$ cat src/rtl/sprog_pkg.sv
// Shared types and default sizes for the serial programming receiver.
package sprog_pkg;
    localparam int DEF_DATA_W     = 21;
    localparam int DEF_ADDR_W     = 3;
    localparam int DEF_UNLOCK_MIN = 5;
    localparam int DEF_SYNC_STAGE = 2;

    // Frame receiver phase once the preamble has been seen.
    typedef enum logic [1:0] {
        FR_IDLE  = 2'd0,
        FR_START = 2'd1,
        FR_SHIFT = 2'd2
    } fr_state_t;

    // Classification of one (falling sample, rising sample) pair.
    typedef enum logic [1:0] {
        PR_ZERO = 2'd0,
        PR_ONE  = 2'd1,
        PR_STOP = 2'd2,
        PR_BAD  = 2'd3
    } pair_t;
endpackage

$ cat src/rtl/sprog_sync.sv
// Multi-stage synchronizer for a vector of asynchronous pins.
// Assumes each bit is an independent level; STAGES must be at least 2.
module sprog_sync #(
    parameter int W      = 2,
    parameter int STAGES = 2
) (
    input  logic         clk,
    input  logic         rst_n,
    input  logic [W-1:0] pin_i,
    output logic [W-1:0] lvl_o
);
    logic [STAGES-1:0][W-1:0] stg;

    // Shift the pins through the synchronizer chain.
    always_ff @(posedge clk) begin
        if (!rst_n) stg <= '0;
        else        stg <= {stg[STAGES-2:0], pin_i};
    end

    assign lvl_o = stg[STAGES-1];
endmodule

$ cat src/rtl/sprog_edge.sv
// Edge detector for the synchronized serial clock.
// Compares the current synchronized level against the level one cycle earlier.
module sprog_edge (
    input  logic clk,
    input  logic rst_n,
    input  logic lvl_i,
    output logic rise_o,
    output logic fall_o
);
    logic prev_q;

    // Remember the last synchronized level.
    always_ff @(posedge clk) begin
        if (!rst_n) prev_q <= 1'b0;
        else        prev_q <= lvl_i;
    end

    assign rise_o = lvl_i & ~prev_q;
    assign fall_o = ~lvl_i & prev_q;
endmodule

$ cat src/rtl/sprog_unlock.sv
// Preamble detector: counts rising serial-clock edges with data high and
// opens the receiver on a following data-low rising edge once MIN were seen.
// Assumes armed_i is high only while the frame receiver is idle.
module sprog_unlock #(
    parameter int MIN = 5
) (
    input  logic clk,
    input  logic rst_n,
    input  logic clear_i,
    input  logic armed_i,
    input  logic rise_i,
    input  logic dat_i,
    output logic open_o
);
    localparam int CNT_W = $clog2(MIN + 1);
    localparam logic [CNT_W-1:0] CAP = CNT_W'(MIN);

    logic [CNT_W-1:0] cnt;

    // Count high rising edges, saturating at MIN; restart on a low edge.
    always_ff @(posedge clk) begin
        if (!rst_n || clear_i || !armed_i) begin
            cnt <= '0;
        end else if (rise_i) begin
            if (dat_i) cnt <= (cnt == CAP) ? cnt : cnt + 1'b1;
            else       cnt <= '0;
        end
    end

    assign open_o = armed_i & rise_i & ~dat_i & (cnt == CAP);

    // A low rising edge while armed always leaves the count at zero.
    assert_restart_R2: assert property (@(posedge clk) disable iff (!rst_n)
        (armed_i && rise_i && !dat_i) |=> (cnt == '0));
endmodule

$ cat src/rtl/sprog_frame.sv
// Frame receiver: decodes complement/true bit pairs after unlock, checks the
// start pair, the bit count and the stop pair, and issues load or error.
// Assumes rise_i and fall_i are never high together.
module sprog_frame
    import sprog_pkg::*;
#(
    parameter int DATA_W = 21,
    parameter int ADDR_W = 3
) (
    input  logic                     clk,
    input  logic                     rst_n,
    input  logic                     clear_i,
    input  logic                     open_i,
    input  logic                     rise_i,
    input  logic                     fall_i,
    input  logic                     dat_i,
    output logic                     active_o,
    output logic                     load_o,
    output logic                     err_o,
    output logic [DATA_W+ADDR_W-1:0] word_o
);
    localparam int WORD_W = DATA_W + ADDR_W;
    localparam int CNT_W  = $clog2(WORD_W + 1);
    localparam logic [CNT_W-1:0] FULL = CNT_W'(WORD_W);

    fr_state_t         state;
    logic              fall_q;
    logic [CNT_W-1:0]  nbits;
    logic [WORD_W-1:0] shreg;
    logic [WORD_W-1:0] word_q;
    logic              load_q;
    logic              err_q;
    pair_t             pair;

    // Classify the pair formed by the falling sample and the current data.
    always_comb begin
        unique case ({fall_q, dat_i})
            2'b10:   pair = PR_ZERO;
            2'b01:   pair = PR_ONE;
            2'b11:   pair = PR_STOP;
            default: pair = PR_BAD;
        endcase
    end

    // Frame sequencing, shifting and strobe generation.
    always_ff @(posedge clk) begin
        if (!rst_n) begin
            state  <= FR_IDLE;
            fall_q <= 1'b0;
            nbits  <= '0;
            shreg  <= '0;
            word_q <= '0;
            load_q <= 1'b0;
            err_q  <= 1'b0;
        end else begin
            load_q <= 1'b0;
            err_q  <= 1'b0;
            if (clear_i) begin
                state  <= FR_IDLE;
                fall_q <= 1'b0;
                nbits  <= '0;
            end else begin
                unique case (state)
                    FR_IDLE: begin
                        if (open_i) begin
                            state  <= FR_START;
                            fall_q <= 1'b0;
                        end
                    end
                    FR_START: begin
                        if (fall_i) begin
                            fall_q <= dat_i;
                        end else if (rise_i) begin
                            if (pair == PR_ZERO) begin
                                state <= FR_SHIFT;
                                nbits <= '0;
                            end else begin
                                err_q <= 1'b1;
                                state <= FR_IDLE;
                            end
                        end
                    end
                    FR_SHIFT: begin
                        if (fall_i) begin
                            fall_q <= dat_i;
                        end else if (rise_i) begin
                            if (pair == PR_STOP) begin
                                if (nbits == FULL) begin
                                    load_q <= 1'b1;
                                    word_q <= shreg;
                                end else begin
                                    err_q <= 1'b1;
                                end
                                state <= FR_IDLE;
                            end else if (pair == PR_BAD || nbits == FULL) begin
                                err_q <= 1'b1;
                                state <= FR_IDLE;
                            end else begin
                                shreg <= {dat_i, shreg[WORD_W-1:1]};
                                nbits <= nbits + 1'b1;
                            end
                        end
                    end
                    default: state <= FR_IDLE;
                endcase
            end
        end
    end

    assign active_o = (state != FR_IDLE);
    assign load_o   = load_q;
    assign err_o    = err_q;
    assign word_o   = word_q;

    // A locked receiver stays locked unless the preamble completes.
    assert_needs_unlock_R1: assert property (@(posedge clk) disable iff (!rst_n)
        (state == FR_IDLE && !open_i) |=> (state == FR_IDLE));
    // Load strobe lasts one cycle.
    assert_load_pulse_R6: assert property (@(posedge clk) disable iff (!rst_n)
        load_q |=> !load_q);
    // Word outputs move only with a load.
    assert_word_hold_R6: assert property (@(posedge clk) disable iff (!rst_n)
        !load_q |-> $stable(word_q));
    // A load is committed only from a full bit count.
    assert_full_count_R7: assert property (@(posedge clk) disable iff (!rst_n)
        load_q |-> ($past(nbits) == FULL));
    // Any strobe leaves the receiver locked.
    assert_relock_R8: assert property (@(posedge clk) disable iff (!rst_n)
        (load_q || err_q) |-> (state == FR_IDLE));
    // A clear locks the receiver with no strobe.
    assert_clear_R9: assert property (@(posedge clk) disable iff (!rst_n)
        clear_i |=> (state == FR_IDLE && !load_q && !err_q));
endmodule

$ cat src/rtl/sprog_rx.sv
// Top of the serial programming receiver: synchronizes the two pins, finds
// serial-clock edges, detects the unlock preamble and receives one frame.
// Assumes pwr_down and wdog_expire are synchronous to clk.
module sprog_rx
    import sprog_pkg::*;
#(
    parameter int DATA_W      = DEF_DATA_W,
    parameter int ADDR_W      = DEF_ADDR_W,
    parameter int UNLOCK_MIN  = DEF_UNLOCK_MIN,
    parameter int SYNC_STAGES = DEF_SYNC_STAGE
) (
    input  logic              clk,
    input  logic              rst_n,
    input  logic              sck_pin,
    input  logic              sdat_pin,
    input  logic              pwr_down,
    input  logic              wdog_expire,
    output logic              load_stb,
    output logic [DATA_W-1:0] load_data,
    output logic [ADDR_W-1:0] load_addr,
    output logic              err_stb
);
    localparam int WORD_W = DATA_W + ADDR_W;

    logic [1:0]        pins_s;
    logic              sck_rise;
    logic              sck_fall;
    logic              clear;
    logic              active;
    logic              open_pulse;
    logic [WORD_W-1:0] word;

    assign clear = pwr_down | wdog_expire;

    sprog_sync #(.W(2), .STAGES(SYNC_STAGES)) u_sync (
        .clk   (clk),
        .rst_n (rst_n),
        .pin_i ({sdat_pin, sck_pin}),
        .lvl_o (pins_s)
    );

    sprog_edge u_edge (
        .clk    (clk),
        .rst_n  (rst_n),
        .lvl_i  (pins_s[0]),
        .rise_o (sck_rise),
        .fall_o (sck_fall)
    );

    sprog_unlock #(.MIN(UNLOCK_MIN)) u_unlock (
        .clk     (clk),
        .rst_n   (rst_n),
        .clear_i (clear),
        .armed_i (~active),
        .rise_i  (sck_rise),
        .dat_i   (pins_s[1]),
        .open_o  (open_pulse)
    );

    sprog_frame #(.DATA_W(DATA_W), .ADDR_W(ADDR_W)) u_frame (
        .clk      (clk),
        .rst_n    (rst_n),
        .clear_i  (clear),
        .open_i   (open_pulse),
        .rise_i   (sck_rise),
        .fall_i   (sck_fall),
        .dat_i    (pins_s[1]),
        .active_o (active),
        .load_o   (load_stb),
        .err_o    (err_stb),
        .word_o   (word)
    );

    assign load_data = word[DATA_W-1:0];
    assign load_addr = word[WORD_W-1:DATA_W];

    // Power-down suppresses both strobes on the following cycle.
    assert_pd_quiet_R10: assert property (@(posedge clk) disable iff (!rst_n)
        pwr_down |=> (!load_stb && !err_stb));
    // Load and error never coincide.
    assert_strobe_excl_R6: assert property (@(posedge clk) disable iff (!rst_n)
        !(load_stb && err_stb));
endmodule

$ cat config.mk
export PLATFORM = sky130hd
export DESIGN_NAME = sprog_rx
export DESIGN_NICKNAME = d
export VERILOG_FILES = /design/src/rtl/sprog_pkg.sv /design/src/rtl/sprog_sync.sv /design/src/rtl/sprog_edge.sv /design/src/rtl/sprog_unlock.sv /design/src/rtl/sprog_frame.sv /design/src/rtl/sprog_rx.sv
export SDC_FILE = /design/constraint.sdc
export NUM_CORES = 1
export LEC_CHECK = 0
export ABC_AREA = 1
export BUFFER_PORTS_ARGS = -buffer_cell sky130_fd_sc_hd__buf_2
export CAP_MARGIN = 10
export CORE_MARGIN = 2
export CORE_UTILIZATION = 51
export CTS_CLUSTER_SIZE = 20
export DETAILED_ROUTE_END_ITERATION = 10
export PLACE_DENSITY = 0.74
export SLEW_MARGIN = 20
export SYNTH_ARGS = -nofsm -noshare
export SYNTH_HDL_FRONTEND = slang
export SYNTH_SLANG_ARGS = --single-unit
$ cat constraint.sdc
create_clock -name clk -period 1.4 [get_ports clk]
set_input_delay 0.35 -clock clk [delete_from_list [all_inputs] [get_ports clk]]
set_output_delay 0.35 -clock clk [all_outputs]
set_load 0.05 [all_outputs]
==> metrics, run 1 <==
status finished with violations; failing checks setup timing; Syn. warnings 0; maximum net fanout on the critical path 8; gpl congestion 0.840; gate count after technology mapping 350; top cell type's share of synthesized area 49.6%; H-Tree Depth 3; initial antenna violation count 0; Num CTS Buffers 9; row cnt 26; first-pass GRT wire length 9.88 mm; I/O Pins 32; CP max-delay cell dfxtp_1; Reg2Reg Setup Slack -0.02 ns; final setup fails 5; vias in the first global route 2253; crit path from u_sync.lvl_o[1]; crit-path cells inv_2, nand2_2, nand2_2, nand4_4, inv_4, clkbuf_16, nor2_1, nor2_1; CTS clk-pin slew, worst paths 0.07 ns; post-route setup slack -0.0225 ns; clock latency on the worst-skew pair 0.34 ns; Slew headroom 75.0%; static leakage 1.59 nW; vias per cell 4.97; worst r2r path cells 8; DP Worst Slack -0.110 ns; Final Cell Area 3730 um^2; final worst path period need 1.42 ns; Root Buffer clkbuf_8; clk_skew 0.0110 ns; launch point of the worst reg-to-reg path u_sync.lvl_o[1]; critical path buffer and inverter count 3; Synthesized Nets 364; cell accounting for the most synthesized area dfxtp_1; unrepaired setup endpoints after global routing yes; CP top delay family simple AND/OR/NAND/NOR gates; Post-DRT Antenna Nets 0; Cell Area, Synth 2660 um^2; largest net degree at the start of global routing 56; fraction of the yosys area taken by sequential cells 49.6%; Critical Path Sink u_frame.shreg[11]; area grow syn2layout 40.2%; Die ar. 5810 um^2; dpl hpwl 3.75 mm; Util after Layout 73.6%; Avg WL per Cell 13.1 um; total routed wirelength 6.41 mm; setup tns final -0.0589 ns; total track usage 21.0%; Starting Density 52.5%; Avg Inst Size Synth 7.61 um^2; CP Launch Type register; Area contributors post-synth dfxtp_1 (50%), nor2_1 (16%), o21ai_0 (8.8%), nand2_1 (4.4%), ha_1 (3.8%); clock tree buffer depth 2; n_diodes 0; Die Y 76.3 um; hold_buf cts 0; max-slew violations 0; CP peak stage delay 0.36 ns; Crit Path Category reg2reg; chip width 76.3 um; synthesis-stage register bit count 66; WP depth 8; fin crit share 102%; Worst VDD drop 694 uV; initial drt markers 108; Yosys cell types 27; PwrDens 1010 nW/um^2; Min-Delay Path Class in2reg; layout cells sized above 1 37.0%; Tightest Pin Transition 0.371 ns; global route overflow 0; fmax 0.703 GHz; CTS Sinks 66; WHS 0.251 ns; vias 2432; critical path endpoint category register; reg-to-reg endpoint u_frame.shreg[11]; Fin. Hold Viols 0; Critical Path RT 1.67 ns; Core Footprint 5070 um^2; CTS tree done; Pre-antenna DRT Iters 5; Port Buffers 31; DRC violations left 0; Max-Cap Viols 0; Placed Area 3070 um^2; nets 428; WP data arrival 1.69 ns; Fillers 367
placed cells by master, fill, tap and decap left out, types with 5 or more instances in the layout:
| cell type | instances |
|---|---|
| nand3_1 | 9 |
| o21ai_0 | 14 |
| dfxtp_1 | 60 |
| dfxtp_2 | 5 |
| buf_6 | 8 |
| nand2_1 | 28 |
| o21ai_1 | 18 |
| a21oi_1 | 6 |
| buf_4 | 18 |
| clkbuf_8 | 10 |
| buf_2 | 32 |
| nand4_1 | 5 |
| inv_1 | 18 |
| nor2_2 | 10 |
| inv_2 | 7 |
| o21ai_2 | 21 |
| nor2_1 | 98 |
power breakdown:
group | leakage, nW | total, mW | switching (mW) | internal [mW]
Sequential | 0.535 | 1.89 | 0.00468 | 1.88
Clock | 0.109 | 1.76 | 0.712 | 1.05
Combinational | 0.940 | 0.119 | 0.0739 | 0.0455
Total | 1.59 | 3.76 | 0.791 | 2.97
sequential cells by signal, indices dropped and copies added, names as in the netlist:
name            count
u_sync.stg          2
u_frame.load_o      1
u_frame.word_o     24
u_unlock.cnt        3
u_frame.state       2
u_frame.err_o       1
u_frame.shreg      24
u_frame.fall_q      1
u_edge.prev_q       1
u_sync.lvl_o        2
u_frame.nbits       5
worst reg2reg max path, stage by stage, from the launching register on:
cell and delay [ns]:
dfxtp_1 0.36, inv_2 0.10, nand2_2 0.06, nand2_2 0.12, nand4_4 0.22, inv_4 0.16, clkbuf_16 0.16, nor2_1 0.05
nor2_1 0.12
how the worst min path moves through the flow:
stage,startpoint,to,slack [ns],depth (start not counted)
5_1_grt,sck_pin,u_sync.stg[0],0.25,3
6_report,sck_pin,u_sync.stg[0],0.25,3
3_5_place_dp,u_sync.stg[0],u_sync.lvl_o[0],0.41,2
2_1_floorplan,u_sync.stg[0],u_sync.lvl_o[0],0.39,2
3_3_place_gp,u_sync.stg[0],u_sync.lvl_o[0],0.40,2
4_1_cts,sdat_pin,u_sync.stg[1],0.23,3
what timing repair did:
action / CTS / global route
resized for setup: 42 / 77
gates cloned: 1 / 5
buffers inserted: 0 / 3
endpoints found under the setup margin: 51 / 59
pin swaps: 5 / 26
per-layer routing:
| layer | wire, um | GRT usage [%] |
|---|---|---|
| met2 | 3260 | 34.0 |
| met4 | 90 | 9.27 |
| met3 | 249 | 5.21 |
| met1 | 2810 | 26.5 |
| met5 | 0 | 0 |
kinds of logic after synthesis:
| logic type | after synthesis | share of synthesized area, % |
|---|---|---|
| and+or+nand+nor | 168 | 26.7 |
| DFF | 66 | 49.6 |
| AOI/OAI and AO/OA | 64 | 12.1 |
| buffers and inverters | 43 | 7.42 |
| adders and majority gates | 8 | 3.76 |
| xor gates and xnor gates | 1 | 0.329 |
area by class of cell:
cell class              count  area (um^2)  area share (%)
well taps                  70         87.6            2.35
repair buffers             67          581            15.5
inverters                  29          121            3.25
clock inverters             5         77.6            2.08
flip-flops and latches     66         1330            35.7
clock buffers              11          141            3.79
multi-input cells         241         1390            37.3
stage by stage:
step                power, mW  std cells
floorplan                1.99        350
global placement         2.02        464
detailed placement       2.02        464
CTS                      3.76        481
global route             3.90        489
finish                   3.76        489
Yosys cell counts, drive strengths merged:
master and number:
clkinv 2, nand3 11, ha 8, a21oi 9, nor2 112, nand4 7, buf 6, dfxtp 66
nand2 34, or2 3, o21ai 54, nor3b 1, inv 27, xor2 1, clkbuf 8, o21bai 1
No activity file was read; power rests on OpenSTA's default activity.
==> inputs of run 2 (changes only) <==
Settings changed: BUFFER_PORTS_ARGS -buffer_cell sky130_fd_sc_hd__buf_2 to -buffer_cell sky130_fd_sc_hd__clkbuf_2, CORE_UTILIZATION 51 to 52, PLACE_DENSITY 0.74 to 0.75, SYNTH_HIERARCHICAL set to 1.
==> run 2 against run 1 <==
The run still ends with setup timing left. Clock skew rose by 0.0014 ns. First-iteration DRC count grew to 2.5 times the previous value. Count of clock-buffer cells in the layout decreased by 1. Clock power decreased by 7%. Critical path type unchanged. Critical endpoint is now u_frame/shreg[14].
==> metrics, run 2 <==
WP depth 9 (was 8); Cell Area, Synth 2830 um^2 (was 2660 um^2); Tightest Pin Transition 0.428 ns (was 0.371 ns); max-slew violations 0 (unchanged); DRC violations left 0 (unchanged); Yosys cell types 25 (was 27); Post-synth top cells dfxtp_1 (66), nand2_1 (65), nor2_1 (63), nand3_1 (42), a21oi_1 (35) (was nor2_1 (110), dfxtp_1 (66), o21ai_0 (47), nand2_1 (31), inv_1 (23)); CP peak stage delay 0.35 ns (was 0.36 ns); Primary FF master, synth dfxtp_1 (unchanged); Final Total Pwr 3.71 mW (was 3.76 mW); synthesis-stage register bit count 66 (unchanged); vias per cell 5.63 (was 4.97); initial antenna violation count 0 (unchanged); maximum net fanout on the critical path 8 (unchanged); commonest non-fill, non-tap cell in the layout dfxtp_1 (was nor2_1); final worst path period need 1.63 ns (was 1.42 ns); WP data arrival 1.91 ns (was 1.69 ns); Post-DRT Antenna Nets 0 (unchanged); clk_skew 0.0125 ns (was 0.0110 ns); WHS 0.180 ns (was 0.251 ns); gpl congestion 0.825 (was 0.840); Avg Inst Size Synth 7.46 um^2 (was 7.61 um^2); area grow syn2layout 46.0% (was 40.2%); CTS tree done (unchanged); clock tree buffer depth 2 (unchanged); global route overflow 0 (unchanged); Synthesized Nets 392 (was 364); CTS clk-pin slew, worst paths 0.08 ns (was 0.07 ns); worst r2r path cells 9 (was 8); area of the multi-input gates 1670 um^2 (was 1390 um^2); Reg2Reg Setup Slack -0.23 ns (was -0.02 ns); Critical Path RT 1.68 ns (was 1.67 ns); unrepaired setup endpoints after global routing yes (unchanged); fmax 0.615 GHz (was 0.703 GHz); critical path buffer and inverter count 4 (was 3); Port Buffers 31 (unchanged); vias in the first global route 2553 (was 2253); DP Worst Slack -0.191 ns (was -0.110 ns); static leakage 1.65 nW (was 1.59 nW); Num CTS Buffers 9 (unchanged); fraction of the yosys area taken by sequential cells 46.7% (was 49.6%); post-route setup slack -0.226 ns (was -0.0225 ns); Final Cell Area 4130 um^2 (was 3730 um^2); CP Launch Type register (unchanged); CTS Sinks 66 (unchanged); total routed wirelength 9.02 mm (was 6.41 mm); fraction of registers with async set/reset 0% (unchanged); setup tns final -6.29 ns (was -0.0589 ns); PwrDens 897 nW/um^2 (was 1010 nW/um^2); final setup fails 56 (was 5); vias 2967 (was 2432); first-pass GRT wire length 10.9 mm (was 9.88 mm); nets 465 (was 428); row cnt 26 (unchanged); Avg WL per Cell 17.1 um (was 13.1 um); Placed Area 3220 um^2 (was 3070 um^2); status finished with violations (unchanged); failing checks setup timing (unchanged); Worst VDD drop 613 uV (was 694 uV); CP top delay family buffers and inverters (was simple AND/OR/NAND/NOR gates); fin cells 527 (was 489); initial drt markers 274 (was 108); n_diodes 0 (unchanged); Crit Path Category reg2reg (unchanged); clock latency on the worst-skew pair 0.36 ns (was 0.34 ns); DR top layer met4 (unchanged); critical path endpoint category register (unchanged); dpl hpwl 3.90 mm (was 3.75 mm); Core Footprint 5170 um^2 (was 5070 um^2); Area contributors post-synth dfxtp_1 (47%), nand2_1 (8.6%), nor2_1 (8.4%), nand3_1 (7.4%), a21oi_1 (6.2%) (was dfxtp_1 (50%), nor2_1 (16%), o21ai_0 (8.8%), nand2_1 (4.4%), ha_1 (3.8%)); I/O Pins 32 (unchanged); Seq. cell area 1330 um^2 (unchanged); met2 WL 4.43 mm (was 3.26 mm); H-Tree Depth 3 (unchanged); Hold Path Depth 3 (unchanged); number of flops mapped to enable cells by yosys 0 (unchanged); Starting Density 54.7% (was 52.5%); Fin. Hold Viols 0 (unchanged); cell accounting for the most synthesized area dfxtp_1 (unchanged); Die Y 77.8 um (was 76.3 um); CP max-delay cell dfxtp_1 (unchanged); largest net degree at the start of global routing 26 (was 56); Max-Cap Viols 0 (unchanged); fin crit share 116% (was 102%); met3 wire len 411 um (was 249 um); Util after Layout 79.9% (was 73.6%); gate count after technology mapping 379 (was 350); top cell type's share of synthesized area 46.7% (was 49.6%); Min-Delay Path Class in2reg (unchanged); WL met1 3.77 mm (was 2.81 mm); most frequent cells in the layout dfxtp_1 (60), nor2_1 (58), nand2_1 (49) (was nor2_1 (98), dfxtp_1 (60), buf_2 (32)); Slew headroom 71.4% (was 75.0%); top-count cell post-synth dfxtp_1 (was nor2_1); Root Buffer clkbuf_8 (unchanged); layout cells sized above 1 45.1% (was 37.0%); crit-path cells inv_1, nor2_4, inv_2, nand2_2, nor3_4, buf_12, clkbuf_16, nand3_1, a21oi_1 (was inv_2, nand2_2, nand2_2, nand4_4, inv_4, clkbuf_16, nor2_1, nor2_1); Die ar. 6050 um^2 (was 5810 um^2); Syn. warnings 6 (was 0); Pre-antenna DRT Iters 4 (was 5); Fillers 313 (was 367); chip width 77.8 um (was 76.3 um); Inst Count DP 491 (was 464); total track usage 22.7% (was 21.0%)
-- run 2: final timing paths --
kind	to	from
worst max-delay path	u_frame/shreg[14]	u_edge/prev_q
worst min-delay path	u_sync/stg[0]	sck_pin
worst max register to register	u_frame/shreg[14]	u_edge/prev_q
worst min register to register	u_sync/lvl_o[0]	u_sync/stg[0]
-- run 2: worst reg2reg max path, cell delays in order (launching register included) --
cell	delay (ns)
dfxtp_1	0.35
inv_1	0.14
nor2_4	0.06
inv_2	0.07
nand2_2	0.07
nor3_4	0.22
buf_12	0.19
clkbuf_16	0.16
nand3_1	0.12
a21oi_1	0.18
-- run 2: metal layers --
metal	GRT usage (%)	vias up
met5	0	-
met4	13.2	0
met3	3.95	38
met2	38.1	128
met1	27.0	1422
li1	-	1379
-- run 2: cell type report --
type / instances / area share [%]
Clock inverter: 6 / 1.61
Timing Repair Buffer: 78 / 16.4
Clock buffer: 10 / 3.33
Multi-Input combinational cell: 259 / 40.5
Tap cell: 70 / 2.12
Inverter: 38 / 3.88
Sequential cell: 66 / 32.2
-- run 2: kinds of logic after synthesis --
family | count (synthesis) | synth area share (%)
adders and majority gates | 7 | 3.10
AOI/OAI and AO/OA | 60 | 10.6
buffers and inverters | 56 | 9.55
DFF | 66 | 46.7
and+or+nand+nor | 190 | 30.0
-- run 2: repair_timing --
action / CTS / global route
hold endpoints to repair: 0 / 0
buffers inserted: 5 / 8
gates cloned: 2 / 5
resized for setup: 46 / 109
setup endpoints to repair: 56 / 56
hold buffers: 0 / 0
pin swaps: 6 / 50
-- run 2: power breakdown --
| group | internal [mW] | switching [mW] | leakage (nW) |
|---|---|---|---|
| logic | 0.0632 | 0.115 | 1.02 |
| clock network | 0.869 | 0.773 | 0.0945 |
| registers | 1.88 | 0.00600 | 0.535 |
| total | 2.81 | 0.894 | 1.65 |
